<file path="src/rtl/eirq_pkg.sv">
package eirq_pkg;

  typedef enum logic [1:0] {
    SENSE_LOW  = 2'b00,
    SENSE_ANY  = 2'b01,
    SENSE_FALL = 2'b10,
    SENSE_RISE = 2'b11
  } sense_e;

  localparam int A_MASK   = 0;
  localparam int A_FLAG   = 1;
  localparam int A_SENSE0 = 2;

endpackage

</file>
<file path="src/rtl/eirq_sync.sv">
module eirq_sync #(
  parameter int STAGES = 2
) (
  input  logic clk,
  input  logic rst_n,
  input  logic d,
  output logic q
);
  logic [STAGES-1:0] chain_q;

  always_ff @(posedge clk) begin
    if (!rst_n) chain_q <= '0;
    else        chain_q <= {chain_q[STAGES-2:0], d};
  end

  assign q = chain_q[STAGES-1];
endmodule

</file>
<file path="src/rtl/eirq_channel.sv">
module eirq_channel
  import eirq_pkg::*;
(
  input  logic   clk,
  input  logic   rst_n,
  input  logic   pin_s,
  input  sense_e sense,
  input  logic   clr,
  input  logic   en,
  output logic   flag_raw,
  output logic   flag_vis,
  output logic   lvl,
  output logic   evt,
  output logic   active
);
  logic prev_q;
  logic flag_q;
  logic rise, fall;

  always_ff @(posedge clk) begin
    if (!rst_n) prev_q <= 1'b0;
    else        prev_q <= pin_s;
  end

  assign rise = pin_s & ~prev_q;
  assign fall = ~pin_s & prev_q;
  assign lvl  = (sense == SENSE_LOW);

  always_comb begin
    unique case (sense)
      SENSE_ANY:  evt = rise | fall;
      SENSE_FALL: evt = fall;
      SENSE_RISE: evt = rise;
      default:    evt = 1'b0;
    endcase
  end

  // an event wins over a clear in the same cycle
  always_ff @(posedge clk) begin
    if (!rst_n)   flag_q <= 1'b0;
    else if (lvl) flag_q <= 1'b0;
    else if (evt) flag_q <= 1'b1;
    else if (clr) flag_q <= 1'b0;
  end

  assign flag_raw = flag_q;
  assign flag_vis = flag_q & ~lvl;
  assign active   = en & (lvl ? ~pin_s : flag_q);
endmodule

</file>
<file path="src/rtl/eirq_prio.sv">
module eirq_prio #(
  parameter int N  = 8,
  parameter int CW = 3
) (
  input  logic [N-1:0]  act,
  output logic          found,
  output logic [CW-1:0] idx
);
  always_comb begin
    idx = '0;
    for (int i = N - 1; i >= 0; i--) begin
      if (act[i]) idx = CW'(i);
    end
  end

  assign found = |act;
endmodule

</file>
<file path="src/rtl/ext_irq_ctrl.sv">
module ext_irq_ctrl
  import eirq_pkg::*;
#(
  parameter int NCH         = 8,
  parameter int DW          = 8,
  parameter int AW          = 2,
  parameter int SYNC_STAGES = 2,
  localparam int CW         = (NCH > 1) ? $clog2(NCH) : 1
) (
  input  logic           clk,
  input  logic           rst_n,
  input  logic [NCH-1:0] pin_in,
  input  logic           gie,
  input  logic           bus_we,
  input  logic [AW-1:0]  bus_addr,
  input  logic [DW-1:0]  bus_wdata,
  output logic [DW-1:0]  bus_rdata,
  input  logic           ack_valid,
  input  logic [CW-1:0]  ack_chan,
  output logic           irq_req,
  output logic [CW-1:0]  irq_chan
);
  localparam int SWORDS = (2 * NCH + DW - 1) / DW;

  logic [NCH-1:0]       mask_q;
  logic [SWORDS*DW-1:0] sense_q;
  logic [NCH-1:0]       pin_s;
  logic [NCH-1:0]       flag_q, flag_vis, lvl_v, evt_v, act_v, clr_v;
  logic                 any_act;
  logic                 flag_wr;

  assign flag_wr = bus_we && (bus_addr == AW'(A_FLAG));

  always_ff @(posedge clk) begin
    if (!rst_n) begin
      mask_q  <= '0;
      sense_q <= '0;
    end else if (bus_we) begin
      if (bus_addr == AW'(A_MASK)) mask_q <= bus_wdata[NCH-1:0];
      for (int k = 0; k < SWORDS; k++) begin
        if (bus_addr == AW'(A_SENSE0 + k)) sense_q[k*DW +: DW] <= bus_wdata;
      end
    end
  end

  always_comb begin
    bus_rdata = '0;
    if (bus_addr == AW'(A_MASK)) bus_rdata[NCH-1:0] = mask_q;
    if (bus_addr == AW'(A_FLAG)) bus_rdata[NCH-1:0] = flag_vis;
    for (int k = 0; k < SWORDS; k++) begin
      if (bus_addr == AW'(A_SENSE0 + k)) bus_rdata = sense_q[k*DW +: DW];
    end
  end

  for (genvar i = 0; i < NCH; i++) begin : g_ch
    assign clr_v[i] = (flag_wr && bus_wdata[i]) ||
                      (ack_valid && (ack_chan == CW'(i)));

    eirq_sync #(.STAGES(SYNC_STAGES)) u_sync (
      .clk   (clk),
      .rst_n (rst_n),
      .d     (pin_in[i]),
      .q     (pin_s[i])
    );

    eirq_channel u_chan (
      .clk      (clk),
      .rst_n    (rst_n),
      .pin_s    (pin_s[i]),
      .sense    (sense_e'(sense_q[2*i +: 2])),
      .clr      (clr_v[i]),
      .en       (mask_q[i]),
      .flag_raw (flag_q[i]),
      .flag_vis (flag_vis[i]),
      .lvl      (lvl_v[i]),
      .evt      (evt_v[i]),
      .active   (act_v[i])
    );
  end

  eirq_prio #(.N(NCH), .CW(CW)) u_prio (
    .act   (act_v),
    .found (any_act),
    .idx   (irq_chan)
  );

  assign irq_req = gie & any_act;
endmodule

</file>
<file path="config.mk">
export PLATFORM = sky130hd
export DESIGN_NAME = ext_irq_ctrl
export DESIGN_NICKNAME = d
export VERILOG_FILES = /design/src/rtl/eirq_pkg.sv /design/src/rtl/eirq_sync.sv /design/src/rtl/eirq_channel.sv /design/src/rtl/eirq_prio.sv /design/src/rtl/ext_irq_ctrl.sv
export SDC_FILE = /design/constraint.sdc
export NUM_CORES = 1
export LEC_CHECK = 0
export ABC_CLOCK_PERIOD_IN_PS = 2400
export BUFFER_PORTS_ARGS = -buffer_cell sky130_fd_sc_hd__buf_2
export CAP_MARGIN = 10
export CORE_MARGIN = 1.5
export CORE_UTILIZATION = 27
export DETAILED_ROUTE_END_ITERATION = 8
export MAX_ROUTING_LAYER = met4
export PLACE_DENSITY_LB_ADDON = 0.08
export SETUP_SLACK_MARGIN = 0.1
export SLEW_MARGIN = 0
export SYNTH_ARGS = -nofsm -noshare
export SYNTH_HDL_FRONTEND = slang
export SYNTH_SLANG_ARGS = --single-unit
</file>
<file path="constraint.sdc">
create_clock -name clk -period 2.4 [get_ports clk]
set_clock_uncertainty 0.15 [all_clocks]
set_input_delay 0.6 -clock clk [delete_from_list [all_inputs] [get_ports clk]]
set_output_delay 0.6 -clock clk [all_outputs]
set_load 0.005 [all_outputs]
</file>
==> results of run 1 <==
-- sequential cells by signal (all words and copies together), names as in the netlist --
signal / count
g_ch.u_sync.chain_q: 16
sense_q: 16
g_ch.u_chan.flag_raw: 8
mask_q: 8
g_ch.u_chan.prev_q: 8
-- layer usage --
metal | wire, µm | up-vias | global-route usage, %
li1 | - | 1124 | -
met1 | 3820 | 1026 | 20.0
met2 | 3520 | 35 | 23.6
met3 | 222 | 4 | 2.62
met4 | 41 | 0 | 3.42
met5 | 0 | - | -
-- cell type report --
| type | count | area (µm²) | area share [%] |
|---|---|---|---|
| Multi-Input combinational cell | 207 | 1650 | 46.9 |
| Sequential cell | 56 | 1150 | 32.8 |
| Timing Repair Buffer | 62 | 398 | 11.3 |
| Tap cell | 136 | 170 | 4.84 |
| Clock buffer | 6 | 72.6 | 2.06 |
| Inverter | 18 | 67.6 | 1.92 |
| Clock inverter | 1 | 5.00 | 0.142 |
-- final timing paths --
path	from	endpoint	slack (ns)	cells past startpoint
min	g_ch[4].u_sync.chain_q[0]	g_ch[4].u_sync.chain_q[1]	0.29	1
min reg2reg	g_ch[4].u_sync.chain_q[0]	g_ch[4].u_sync.chain_q[1]	0.29	1
max	sense_q[4]	irq_req	-0.01	6
max reg2reg	g_ch[2].u_sync.chain_q[1]	g_ch[2].u_chan.flag_raw	1.13	5
-- cell families (layout without fill, tap and decap cells) --
logic type      after synthesis  after routing  share of synthesized area [%]
mux                          32             32                           14.8
buf+inv                      28             87                           3.86
compound gates               57             57                           13.8
fa+ha+maj                    16             16                           7.10
flops                        56             56                           39.8
simple gates                102            102                           20.6
-- power by group through the flow --
stage	combinational (mW)	sequential, mW	clock, mW
after floorplan	0.131	1.00	0
after global placement	0.221	1.01	0
after detailed placement	0.223	1.01	0
after CTS	0.237	0.985	0.534
after global routing	0.268	0.989	0.577
final	0.240	0.984	0.507
-- worst max-delay path, stage by stage (launching register included) --
cell     delay [ns]
dfxtp_4        0.36
o21a_1         0.20
o21a_2         0.24
nor2_4         0.12
nand3_2        0.07
o31a_1         0.23
buf_2          0.12
-- timing repair --
item	4_1_cts	5_1_grt
gates resized for setup	32	10
hold endpoints to repair	0	0
buffers inserted	7	4
setup endpoints to repair	12	9
pin swaps	9	3
-- cell usage in the layout (no fill, tap or decap), types with 11 or more instances in the layout --
cell,synthesis,final
mux2i_1,24,24
a21oi_1,11,11
nor2b_1,24,24
buf_2,3,35
nand2_1,22,22
dfxtp_1,56,44
and2_1,24,24
ha_1,16,16
buf_4,0,24
inv_1,18,18
==> metrics.yaml, run 1 <==
synth_edf_count: 0
cts.htree.levels: 2
fin_tns_setup_ns: -0.00971
final_core_util_pct: 34.4
path_clk_slew_ns: 0.10
power_frac_clock_pct: 29.3
placed_area_um2: 3250
whs_ns: 0.292
cts_tree: "done"
start_kind: "flop"
cts_buffers: 5
pre_cts_ws_ns: -0.0289
vias_per_cell: 4.50
maxCapViolations: 0
worstPathRequired_ns: 1.65
io_pins: 38
p_leak_nw: 1.46
drive_gt1_share_pct: 30.9
relSlewSlack_pct: 71.6
fmax_mhz: 415
setup_slack_ns: -0.00971
yosys_warnings: 0
synthArstFlopShare_pct: 0
finalPower_mw: 1.73
violations: "negative setup slack"
ctsHoldBuffers: 0
worstSkewPairLatency_ns: 0.31
pwr-share-seq_pct: 56.8
vias: 2189
crit_path_end_kind: "output port"
intPower_mw: 1.27
die_area_um2: 11100
period_share_pct: 100
vdd_drop_max_mv: 0.231
core_area_um2: 10200
io_buffers: 37
initial_core_util_pct: 27.6
antenna_found_initial: 0
period_needed_ns: 2.41
totalWireLength_um: 7600
grtUsageTotal_pct: 15.0
grt_max_degree: 33
dpl.cell_count: 468
netlist.top_cell.by_area: "dfxtp_1"
yosysMostFrequentCell: "dfxtp_1"
dieHeight_um: 105
yosysUniqueCellTypes: 34
drt_iter0_markers: 74
synthCells: 291
synth_area_leaders: "dfxtp_1, mux2i_1, ha_1"
clk_path_buf_depth: 2
worstMarginPinSlew_ns: 0.426
layout.nets: 392
syn2layout_area_growth_pct: 24.7
netlist_area_um2: 2820
finalInstanceArea_um2: 3510
crit_arrival_ns: 1.66
drcViolationCount: 0
drtPass1Iterations: 5
power_frac_comb_pct: 13.9
ys.flop_type: "dfxtp_1"
grt-ovfl-total: 0
place.gp.congestion: 0.751
power.density_nw_per_um2: 492
synth-seq-cells: 56
p_sw_share_pct: 26.4
fillers: 1059
stdcell_count: 486
grt_pass1_vias: 2195
hp-class: "flop to flop"
hold_viol: 0
routedWlPerCell_um: 15.6
die_w_um: 105
ant_nets: 0
switching_power_uw: 456
syn_area_per_cell_um2: 9.69
antenna_cells: 0
grt_pass1_wl_um: 12400
synth_top_cell_area_share_pct: 39.8
ctsRootBufferMaster: "clkbuf_8"
yosysSeqAreaShare_pct: 39.8
cp_max_fo: 4
cts_sinks: 56
status: "finished, violations left"
setup_violations: 1
rsz0062_at_grt: "true"
hpwl_um: 5550
drv_slew: 0
num_rows: 37
critPathKind: "flop to output port"
syn-num-nets: 333
synth_common_cells: "dfxtp_1, and2_1, mux2i_1, nor2b_1, nand2_1"
Note: power is estimated with default switching activity, not from simulation.
==> run 2: changes to the inputs <==
--- a/config.mk
+++ b/config.mk
@@ -8,9 +8,9 @@
 export ABC_CLOCK_PERIOD_IN_PS = 2400
 export BUFFER_PORTS_ARGS = -buffer_cell sky130_fd_sc_hd__buf_2
 export CAP_MARGIN = 10
-export CORE_MARGIN = 1.5
 export CORE_UTILIZATION = 27
 export DETAILED_ROUTE_END_ITERATION = 8
+export GPL_TIMING_DRIVEN = 0
 export MAX_ROUTING_LAYER = met4
 export PLACE_DENSITY_LB_ADDON = 0.08
 export SETUP_SLACK_MARGIN = 0.1
==> metrics.yaml, run 2 (synthesized netlist as in run 1, its figures left out) <==
drcViolationCount: 0
place.gp.congestion: 0.743
totalWireLength_um: 8040
cts_sinks: 56
worst_path_most_repeated_cell: "o21a_1"
power_frac_clock_pct: 29.6
power.density_nw_per_um2: 500
slowest_delay_ns: 0.37
cts.htree.levels: 2
dpl.cell_count: 459
drive_gt1_share_pct: 30.3
cts_tree: "done"
path_clk_slew_ns: 0.10
die_w_um: 104
initial_core_util_pct: 28.3
relSlewSlack_pct: 51.2
fmax_mhz: 406
core_area_um2: 9950
use_met2_pct: 24.0
grtUsageTotal_pct: 15.8
hold_viol: 0
status: "finished, violations left"
use_met1_pct: 22.1
grt_pass1_vias: 2229
final_cell_mix: "dfxtp_1, buf_2, and2_1, mux2i_1, nor2b_1"
stdcell_count: 479
regArea_um2: 1170
critPathLaunch: "sense_q[4]"
antenna_found_initial: 0
crit_arrival_ns: 1.71
cp_cell_sequence: "o21a_1 > o21a_1 > nor2_4 > nand3_2 > o31a_1 > buf_2"
fillers: 1034
dieHeight_um: 104
r2r-start: "g_ch[2].u_sync.chain_q[1]"
setup_slack_ns: -0.0635
io_pins: 38
layout.nets: 388
cpMaxStageDelayCell: "dfxtp_4"
cts_buffers: 5
grt-ovfl-total: 0
rsz0062_at_grt: "true"
p_leak_nw: 1.44
vias_per_cell: 4.68
setup_violations: 1
grt_use_met3_pct: 2.32
vdd_drop_max_mv: 0.195
finalPower_mw: 1.75
maxCapViolations: 0
reg_top3: "g_ch.u_sync.chain_q (16), sense_q (16)"
antenna_cells: 0
clk_path_buf_depth: 2
hpwl_um: 5600
ant_nets: 0
final_core_util_pct: 35.2
hold_path.startpoint: "g_ch[7].u_sync.chain_q[0]"
drt_iter0_markers: 87
period_share_pct: 103
layout_commonest_cell: "dfxtp_1"
num_rows: 36
vias: 2242
grt_pass1_wl_um: 12400
switching_power_uw: 477
power_frac_comb_pct: 14.3
grt_max_degree: 16
die_area_um2: 10900
worstPathRequired_ns: 1.65
critPathKind: "flop to output port"
cp_max_fo: 3
io_buffers: 35
pwr-share-seq_pct: 56.1
intPower_mw: 1.27
hp-class: "flop to flop"
multi_input_area_um2: 1660
syn2layout_area_growth_pct: 24.2
whs_ns: 0.291
drv_slew: 0
period_needed_ns: 2.46
routedWlPerCell_um: 16.8
drtPass1Iterations: 4
ctsRootBufferMaster: "clkbuf_8"
p_sw_share_pct: 27.3
worstSkewPairLatency_ns: 0.31
start_kind: "flop"
fin_tns_setup_ns: -0.0635
worstMarginPinSlew_ns: 0.729
crit_path_end_kind: "output port"
top_usage_layer: "met2"
violations: "negative setup slack"
ctsHoldBuffers: 0
-- run 2: critical path, delay by kind of cell (launching register included) --
| kind | cells | cell delay [ns] |
|---|---|---|
| compound gates | 3 | 0.69 |
| buf+inv | 1 | 0.12 |
| flops | 1 | 0.37 |
| simple gates | 2 | 0.22 |
-- run 2: layer usage --
metal,vias up,part of all wire (%)
met4,0,1.2
met3,13,2.6
met5,-,0
met1,1062,53
met2,46,44
li1,1121,-
-- run 2: area by class of cell --
cell class	count	area share (%)
Multi-Input combinational cell	207	47.4
Sequential cell	56	33.4
Timing Repair Buffer	48	8.54
Tap cell	133	4.75
Clock buffer	6	2.07
Inverter	18	1.93
Buffer	10	1.71
Clock inverter	1	0.143
-- run 2: power by group through the flow --
stage	combinational (mW)	sequential, mW	clock (mW)
after global routing	0.275	0.986	0.578
after floorplan	0.131	1.00	0
final	0.250	0.981	0.518
after CTS	0.245	0.985	0.545
after global placement	0.216	1.01	0
after detailed placement	0.217	1.01	0
-- run 2: what timing repair did --
| action | 4_1_cts | 5_1_grt |
|---|---|---|
| cloned | 1 | 0 |
| gates resized for setup | 42 | 20 |
| endpoints found under the setup margin | 12 | 10 |
| pin swaps | 9 | 6 |
| buffers inserted | 9 | 3 |
-- run 2: per-stage QoR --
stage	cell area, µm²	worst slack, ns
final	3500	-0.0635
after global routing	3500	-0.142
after CTS	3410	-0.0533
after detailed placement	3160	-0.215
after global placement	3160	-0.218
after floorplan	2820	0.226
-- run 2: worst paths after layout --
| path | slack, ns | to | cells after the start |
|---|---|---|---|
| setup reg to reg | 1.08 | g_ch[2].u_chan.flag_raw | 5 |
| hold reg to reg | 0.29 | g_ch[7].u_sync.chain_q[1] | 1 |
| hold / removal | 0.29 | g_ch[7].u_sync.chain_q[1] | 1 |
| setup / recovery | -0.06 | irq_req | 6 |
